**src/rtl/mt_pick_pkg.sv**
```systemverilog
package mt_pick_pkg;
    // Shared configuration defaults for the slot-table picker
    localparam int unsigned DEF_THREADS = 4;
    localparam int unsigned DEF_SLOTS   = 8;
    localparam int unsigned DEF_PC_W    = 32;
    localparam int unsigned PC_STEP     = 4;

    function automatic int unsigned width_of(input int unsigned n);
        return (n > 1) ? $clog2(n) : 1;
    endfunction
endpackage

```
**src/rtl/mt_slot_table.sv**
```systemverilog
module mt_slot_table
    import mt_pick_pkg::*;
#(
    parameter int unsigned NUM_THREADS = DEF_THREADS,
    parameter int unsigned SLOTS       = DEF_SLOTS,
    parameter int unsigned RESET_LEN   = DEF_THREADS,
    localparam int unsigned TID_W      = width_of(NUM_THREADS),
    localparam int unsigned SLOT_W     = width_of(SLOTS),
    localparam int unsigned LEN_W      = $clog2(SLOTS + 1)
) (
    input  logic                     clk,
    input  logic                     rst_n,
    input  logic                     wr_en,
    input  logic [SLOT_W-1:0]        wr_idx,
    input  logic [TID_W-1:0]         wr_tid,
    input  logic                     len_we,
    input  logic [LEN_W-1:0]         len_val,
    output logic [TID_W-1:0]         cur_tid,
    output logic [SLOT_W-1:0]        ptr,
    output logic [LEN_W-1:0]         act_len,
    output logic [SLOTS*TID_W-1:0]   act_flat
);
    typedef logic [SLOTS-1:0][TID_W-1:0] tbl_t;

    typedef struct packed {
        tbl_t              pend;
        tbl_t              act;
        logic [LEN_W-1:0]  pend_len;
        logic [LEN_W-1:0]  act_len;
        logic [SLOT_W-1:0] ptr;
    } tbl_state_t;

    function automatic tbl_t reset_table();
        tbl_t t;
        for (int i = 0; i < int'(SLOTS); i++) begin
            t[i] = TID_W'(i % int'(NUM_THREADS));
        end
        return t;
    endfunction

    tbl_state_t st_d, st_q;
    logic       at_last;

    always_comb begin
        st_d    = st_q;
        at_last = (32'(st_q.ptr) + 32'd1) == 32'(st_q.act_len);

        // software updates land in the pending copy only
        if (wr_en && (32'(wr_idx) < SLOTS)) begin
            st_d.pend[wr_idx] = wr_tid;
        end
        if (len_we && (len_val != '0) && (32'(len_val) <= SLOTS)) begin
            st_d.pend_len = len_val;
        end

        // pointer steps every cycle; the live table swaps only on wrap
        if (at_last) begin
            st_d.ptr     = '0;
            st_d.act     = st_q.pend;
            st_d.act_len = st_q.pend_len;
        end else begin
            st_d.ptr = st_q.ptr + 1'b1;
        end
    end

    always_ff @(posedge clk) begin
        if (!rst_n) begin
            st_q.pend     <= reset_table();
            st_q.act      <= reset_table();
            st_q.pend_len <= LEN_W'(RESET_LEN);
            st_q.act_len  <= LEN_W'(RESET_LEN);
            st_q.ptr      <= '0;
        end else begin
            st_q <= st_d;
        end
    end

    assign cur_tid  = st_q.act[st_q.ptr];
    assign ptr      = st_q.ptr;
    assign act_len  = st_q.act_len;
    assign act_flat = st_q.act;
endmodule

```
**src/rtl/mt_pc_bank.sv**
```systemverilog
module mt_pc_bank
    import mt_pick_pkg::*;
#(
    parameter int unsigned NUM_THREADS = DEF_THREADS,
    parameter int unsigned PC_W        = DEF_PC_W,
    parameter logic [PC_W-1:0] RESET_VEC = 32'h0000_1000,
    localparam int unsigned TID_W      = width_of(NUM_THREADS)
) (
    input  logic                                clk,
    input  logic                                rst_n,
    input  logic                                adv,
    input  logic [TID_W-1:0]                    adv_tid,
    output logic [NUM_THREADS-1:0][PC_W-1:0]    pc_all
);
    typedef struct packed {
        logic [NUM_THREADS-1:0][PC_W-1:0] pc;
    } pc_state_t;

    pc_state_t st_d, st_q;
    logic [NUM_THREADS-1:0] hit;

    // one advance-enable per thread context
    for (genvar t = 0; t < int'(NUM_THREADS); t++) begin : g_hit
        assign hit[t] = adv && (32'(adv_tid) == t);
    end

    always_comb begin
        st_d = st_q;
        for (int t = 0; t < int'(NUM_THREADS); t++) begin
            if (hit[t]) begin
                st_d.pc[t] = st_q.pc[t] + PC_W'(PC_STEP);
            end
        end
    end

    always_ff @(posedge clk) begin
        if (!rst_n) begin
            for (int t = 0; t < int'(NUM_THREADS); t++) begin
                st_q.pc[t] <= RESET_VEC;
            end
        end else begin
            st_q <= st_d;
        end
    end

    assign pc_all = st_q.pc;
endmodule

```
**src/rtl/mt_slot_picker.sv**
```systemverilog
module mt_slot_picker
    import mt_pick_pkg::*;
#(
    parameter int unsigned NUM_THREADS = DEF_THREADS,
    parameter int unsigned SLOTS       = DEF_SLOTS,
    parameter int unsigned PC_W        = DEF_PC_W,
    parameter logic [PC_W-1:0] RESET_VEC = 32'h0000_1000,
    localparam int unsigned TID_W      = width_of(NUM_THREADS),
    localparam int unsigned SLOT_W     = width_of(SLOTS),
    localparam int unsigned LEN_W      = $clog2(SLOTS + 1)
) (
    input  logic                    clk_i,
    input  logic                    rst_ni,
    input  logic                    slot_wr_i,
    input  logic [SLOT_W-1:0]       slot_wr_idx_i,
    input  logic [TID_W-1:0]        slot_wr_tid_i,
    input  logic                    len_wr_i,
    input  logic [LEN_W-1:0]        len_wr_val_i,
    input  logic [NUM_THREADS-1:0]  thr_ready_i,
    input  logic                    accept_i,
    output logic                    issue_valid_o,
    output logic [TID_W-1:0]        issue_tid_o,
    output logic [PC_W-1:0]         issue_pc_o
);
    logic [TID_W-1:0]                 cur_tid;
    logic [SLOT_W-1:0]                slot_ptr;
    logic [LEN_W-1:0]                 act_len;
    logic [SLOTS*TID_W-1:0]           act_flat;
    logic [NUM_THREADS-1:0][PC_W-1:0] pc_all;
    logic                             adv;

    mt_slot_table #(
        .NUM_THREADS (NUM_THREADS),
        .SLOTS       (SLOTS),
        .RESET_LEN   (NUM_THREADS)
    ) u_table (
        .clk      (clk_i),
        .rst_n    (rst_ni),
        .wr_en    (slot_wr_i),
        .wr_idx   (slot_wr_idx_i),
        .wr_tid   (slot_wr_tid_i),
        .len_we   (len_wr_i),
        .len_val  (len_wr_val_i),
        .cur_tid  (cur_tid),
        .ptr      (slot_ptr),
        .act_len  (act_len),
        .act_flat (act_flat)
    );

    // dead slot if the owner is not ready; nobody else takes it
    assign issue_valid_o = thr_ready_i[cur_tid];
    assign issue_tid_o   = cur_tid;
    assign adv           = issue_valid_o && accept_i;

    mt_pc_bank #(
        .NUM_THREADS (NUM_THREADS),
        .PC_W        (PC_W),
        .RESET_VEC   (RESET_VEC)
    ) u_pcs (
        .clk     (clk_i),
        .rst_n   (rst_ni),
        .adv     (adv),
        .adv_tid (cur_tid),
        .pc_all  (pc_all)
    );

    assign issue_pc_o = pc_all[cur_tid];
endmodule

```
**config.mk**
```make
export PLATFORM = sky130hd
export DESIGN_NAME = mt_slot_picker
export DESIGN_NICKNAME = d
export VERILOG_FILES = /design/src/rtl/mt_pick_pkg.sv /design/src/rtl/mt_slot_table.sv /design/src/rtl/mt_pc_bank.sv /design/src/rtl/mt_slot_picker.sv
export SDC_FILE = /design/constraint.sdc
export NUM_CORES = 1
export LEC_CHECK = 0
export BUFFER_PORTS_ARGS = -buffer_cell sky130_fd_sc_hd__buf_2
export CAP_MARGIN = 20
export CORE_MARGIN = 2
export CORE_UTILIZATION = 65
export DETAILED_ROUTE_END_ITERATION = 10
export GPL_ROUTABILITY_DRIVEN = 0
export GPL_TIMING_DRIVEN = 0
export PLACE_DENSITY = 0.87
export RECOVER_POWER = 100
export SLEW_MARGIN = 20
export SYNTH_ARGS = -nofsm -noshare
export SYNTH_HDL_FRONTEND = slang
export SYNTH_HIERARCHICAL = 1
export SYNTH_SLANG_ARGS = --single-unit
```
**constraint.sdc**
```tcl
create_clock -name clk_i -period 6.2 [get_ports clk_i]
set_clock_uncertainty 0.1 [all_clocks]
set_input_delay 0.93 -clock clk_i [delete_from_list [all_inputs] [get_ports clk_i]]
set_output_delay 0.93 -clock clk_i [all_outputs]
set_load 0.02 [all_outputs]
```
==> qor.yml, run 1 <==
layout:
  drive_above_1_share: 0.0760
  nFillCells: 999
  antenna_cells: 0
  areaGrowthSynthToFinish_pct: 11.4
  nets: 1062
  stdcell_area_sq_um: 9930
  fin_cells: 1228
  register_area_sq_um: 3260
  multi_input_area_sq_um: 5160
clock_tree:
  post_cts_buffers: 0
  clockBufferDepth: 2
  cts_htree_levels: 4
  clk_pin_slew_ns: 0.06
  ctsHoldBuffers: 0
  cts_made_buffers: 17
  clk_latency_ns: 0.44
  cts_sinks: 163
  cts_resized: 0
  cts_root_buffer: "clkbuf_16"
  cts_tree: "built"
pwr:
  p_per_area_nw_per_um2: 247
  p_comb_frac: 0.105
  p_leak_nw: 3.39
  clkPwrFrac: 0.457
  seqPwrFrac: 0.438
  max-vdd-ir-drop_v: 0.000205
  total_power_w: 0.00245
  p_int_w: 0.00185
  switching_share: 0.245
  power.switching_w: 0.000600
run_status:
  status: "finished with violations"
  violations: "design-rule violations"
timing:
  hold_viol_final: 0
  whs_ns: 0.368
  period_share: 0.793
  slew_headroom: 0.357
  finalSetupTns_ns: 0
  drv_slew: 0
  rsz0062_at_grt: "false"
  max_freq_ghz: 0.203
  setup_violations: 0
  period_needed_ns: 4.92
  worst_pin_slew_ns: 0.962
route:
  post-route-drc-count: 1
  ant_nets: 0
  avgViaCountPerCell: 6.90
  vias: 8468
  wire_per_inst_microns: 20.3
  firstDrtPassIters: 10
  routed_wl_microns: 24900
  drt_iter0_markers: 1160
yosys:
  ys_warn_count: 6
  syn_area_sq_um: 8920
  synthCells: 965
  synth.avg_cell_area_sq_um: 9.24
worst_setup_path:
  crit_type: "flip-flop to flip-flop"
  critPathLaunchType: "flip-flop"
  crit_path_end_kind: "flip-flop"
  worstPathArrival_ns: 5.17
  cp-startpoint: "u_table/ptr[0]$_SDFF_PP0_"
  crit_fanout: 10
  required_ns: 6.45
  reg2reg_from: "u_table/ptr[0]$_SDFF_PP0_"
floorplan:
  io-pin-count: 53
  die_area_sq_um: 14700
  die_w_microns: 121
  die_h_microns: 121
  coreArea_sq_um: 13300
  rows: 42
  initial_core_util: 0.668
global_routing:
  grtUsageTotal: 0.342
  antenna_found_initial: 0
  grt_pass1_vias: 7941
  grt_max_degree: 17
  overflow: 0
  grt_pass1_wl_microns: 39500
place:
  place.port_buffers: 48
  place_hpwl_microns: 16600
  place_area_sq_um: 9410
  dp.cells: 1196
job:
  drv_cap: 0
min_path:
  hold_start: "u_pcs/pc_all[31]$_SDFFE_PN0P_"
  hold_class: "flip-flop to flip-flop"
critical path: stages (launching register included):
cell,delay (ns)
dfxtp_1,0.34
clkbuf_1,0.45
mux4_2,0.57
nand2_1,0.08
nand2_1,0.11
clkbuf_1,0.28
mux4_2,0.42
and2_0,0.41
nor3b_1,0.84
nand4bb_1,0.26
clkbuf_1,0.30
or4_1,0.48
a21oi_1,0.20
routing by layer:
| metal | global-route usage | up-vias | share of wire | wire length [microns] |
|---|---|---|---|---|
| met5 | 0 | - | 0 | 0 |
| met4 | 0.159 | 0 | 0.038 | 942 |
| met3 | 0.0681 | 82 | 0.089 | 2200 |
| met2 | 0.550 | 485 | 0.47 | 11700 |
| met1 | 0.444 | 4043 | 0.40 | 10000 |
| li1 | - | 3858 | - | - |
power by group through the flow:
stage / Clock (W) / Sequential [W] / Combinational (W)
after global placement: 0 / 0.00110 / 0.000253
final: 0.00112 / 0.00107 / 0.000256
after CTS: 0.00113 / 0.00107 / 0.000261
after floorplan: 0 / 0.00109 / 0.000195
after detailed placement: 0 / 0.00110 / 0.000257
after global routing: 0.00117 / 0.00107 / 0.000274
registers in the layout, summed over array words and instances (netlist names):
register / flops
u_table/act_len: 4
u_pcs/pc_all: 120
u_table/ptr: 3
u_table/act_flat: 16
u_table/st_q: 20
final timing paths:
path | cells after the start | endpoint | slack, ns
min reg2reg | 2 | u_pcs/pc_all[31]$_SDFFE_PN0P_ | 0.37
max | 12 | u_pcs/pc_all[29]$_SDFFE_PN0P_ | 1.28
min | 2 | u_pcs/pc_all[31]$_SDFFE_PN0P_ | 0.37
max reg2reg | 12 | u_pcs/pc_all[29]$_SDFFE_PN0P_ | 1.28
per-stage QoR:
stage                     setup WS (ns)  utilization
after floorplan                    2.50            -
after global placement             2.16        0.705
after detailed placement           2.11        0.705
after CTS                          2.01        0.751
after global routing               1.00        0.744
final                              1.28        0.744
layout by cell type, fill, tap and decap left out, types with 12 or more instances in the layout:
master	n
a21oi_1	64
and4_1	13
buf_2	27
clkbuf_1	95
clkbuf_16	17
dfxtp_1	163
inv_1	24
mux2i_1	30
mux4_1	28
nand2_1	88
nand2b_1	12
nand3_1	45
nand4_1	53
nor2_1	37
nor4_1	16
o21ai_0	23
o311ai_0	12
o31ai_1	47
or3_1	23
or4_1	60
xnor2_1	14
xor2_1	25
final cells by class:
type	instances	share of cell area
Timing Repair Buffer	48	0.0203
Tap cell	176	0.0222
Clock buffer	23	0.0471
Buffer	84	0.0377
Clock inverter	9	0.0154
Multi-Input combinational cell	700	0.519
Inverter	25	0.00945
Sequential cell	163	0.329
(Power assumes the default switching activity.)
==> run 2, diff against run 1 <==
Settings changed: CORE_UTILIZATION 65 to 62, PLACE_DENSITY 0.87 to 0.84.
Clock period 6.2 ns to 5.1 ns, I/O delays scaled along.
==> run 2 against run 1 <==
- the run now ends clean
- power increased by 20%
- non-clock buffer count unchanged
- first-iteration DRC count fell by 7.1%
- global-route usage down 1.8 points
- clock power up 17%
- core utilization fell by 3.3 points
- critical path type unchanged
- highest routed layer unchanged
==> qor.yml, run 2 (synthesis gave the netlist of run 1 again) <==
run_status:
  status: "finished, final reports clean"
place:
  place.port_buffers: 48
  place_hpwl_microns: 17100
  dp.cells: 1200
pwr:
  power.switching_w: 0.000708
  clkPwrFrac: 0.447
  p_per_area_nw_per_um2: 295
  seqPwrFrac: 0.445
  p_comb_frac: 0.108
  p_int_w: 0.00223
  max-vdd-ir-drop_v: 0.000241
  p_leak_nw: 3.40
  switching_share: 0.241
timing:
  max_freq_ghz: 0.225
  period_needed_ns: 4.43
  worst_pin_slew_ns: 0.759
  period_share: 0.870
  drv_slew: 0
  setup_violations: 0
  finalSetupTns_ns: 0
  hold_viol_final: 0
  rsz0062_at_grt: "false"
  slew_headroom: 0.494
worst_setup_path:
  crit_chain: "buf_4 > mux4_2 > nand2_1 > nand2_1 > clkbuf_1 > mux4_2 > and2_0 > and4b_1 > clkbuf_1 > nand3_1 > clkbuf_1 > nor4_1 > mux2i_1"
  path_buf_inv: 4
  critPathLaunchType: "flip-flop"
  slowest_delay_ns: 0.52
  crit_path_top_delay_cell: "mux4_2"
  crit_fanout: 10
  worstPathArrival_ns: 4.68
  critical_path.top_delay_family: "simple AND/OR/NAND/NOR gates"
  critPathMostFrequentCell: "clkbuf_1"
  crit_type: "flip-flop to flip-flop"
  crit_path_end_kind: "flip-flop"
  required_ns: 5.35
clock_tree:
  cts_htree_levels: 4
  clk_latency_ns: 0.42
  clockBufferDepth: 2
  cts_sinks: 163
  clk_pin_slew_ns: 0.06
  post_cts_buffers: 0
  cts_made_buffers: 17
  cts_tree: "built"
  cts_root_buffer: "clkbuf_16"
  ctsHoldBuffers: 0
  cts_resized: 0
global_routing:
  grt_pass1_wl_microns: 38500
  overflow: 0
  grt_max_degree: 17
  grt_pass1_vias: 7621
  grtUsageTotal: 0.324
  antenna_found_initial: 0
layout:
  register_area_sq_um: 3260
  largest_reg_flops: 120
  multi_input_area_sq_um: 5160
  final_common_cell: "dfxtp_1"
  antenna_cells: 0
  nets: 1062
  drive_above_1_share: 0.0763
  layout_common_cells: "dfxtp_1, clkbuf_1, nand2_1, a21oi_1, or4_1"
  nFillCells: 1109
  areaGrowthSynthToFinish_pct: 11.5
  fin_cells: 1229
route:
  drt_iter0_markers: 1078
  firstDrtPassIters: 6
  wire_per_inst_microns: 20.1
  ant_nets: 0
  routed_wl_microns: 24700
  vias: 8416
  post-route-drc-count: 0
  avgViaCountPerCell: 6.85
floorplan:
  initial_core_util: 0.638
  die_h_microns: 124
  io-pin-count: 53
  die_area_sq_um: 15400
  die_w_microns: 124
  coreArea_sq_um: 14000
  rows: 43
min_path:
  hold_class: "flip-flop to flip-flop"
job:
  drv_cap: 0
-- run 2: final timing paths --
check | cells past startpoint | to | from | slack [ns]
worst max register to register | 13 | u_pcs/pc_all[61]$_SDFFE_PN0P_ | u_table/ptr[0]$_SDFF_PP0_ | 0.67
worst min-delay path | 2 | u_table/st_q[40]$_SDFFE_PN1P_ | u_table/st_q[40]$_SDFFE_PN1P_ | 0.38
worst max-delay path | 13 | u_pcs/pc_all[61]$_SDFFE_PN0P_ | u_table/ptr[0]$_SDFF_PP0_ | 0.67
worst min register to register | 2 | u_table/st_q[40]$_SDFFE_PN1P_ | u_table/st_q[40]$_SDFFE_PN1P_ | 0.38
-- run 2: power by group through the flow --
| stage | logic [W] | registers, W | clock network (W) |
|---|---|---|---|
| finish | 0.000318 | 0.00131 | 0.00131 |
| global placement | 0.000308 | 0.00133 | 0 |
| CTS | 0.000317 | 0.00131 | 0.00132 |
| detailed placement | 0.000316 | 0.00133 | 0 |
| floorplan | 0.000238 | 0.00133 | 0 |
| global route | 0.000341 | 0.00131 | 0.00137 |
-- run 2: worst min-delay path, cell delays in order (launching register included) --
cell and delay [ns]:
dfxtp_1 0.33, mux2i_1 0.07, nand2_1 0.05
-- run 2: metrics by stage --
stage / util / worst slack [ns] / hold WS (ns) / area, sq um / total power, W
2_1_floorplan: - / 1.40 / 0.335 / 8950 / 0.00157
6_report: 0.711 / 0.665 / 0.375 / 9940 / 0.00293
3_5_place_dp: 0.673 / 0.883 / 0.355 / 9410 / 0.00165
3_3_place_gp: 0.673 / 0.928 / 0.350 / 9410 / 0.00164
4_1_cts: 0.715 / 0.868 / 0.374 / 10000 / 0.00294
5_1_grt: 0.711 / 0.390 / 0.395 / 9940 / 0.00302
-- run 2: layout make-up --
| cell class | instances | area share |
|---|---|---|
| well taps | 180 | 0.0227 |
| repair buffers | 48 | 0.0203 |
| flip-flops and latches | 163 | 0.328 |
| inverters | 25 | 0.00944 |
| plain buffers | 84 | 0.0405 |
| clock inverters | 5 | 0.0101 |
| clock buffers | 24 | 0.0495 |
| multi-input cells | 700 | 0.519 |
-- run 2: metal layers --
metal / up-vias / wire length (microns) / global-route usage
met1: 4018 / 10400 / 0.438
met5: - / 0 / 0
met3: 73 / 2160 / 0.0623
met2: 481 / 11300 / 0.515
li1: 3844 / - / -
met4: 0 / 832 / 0.129
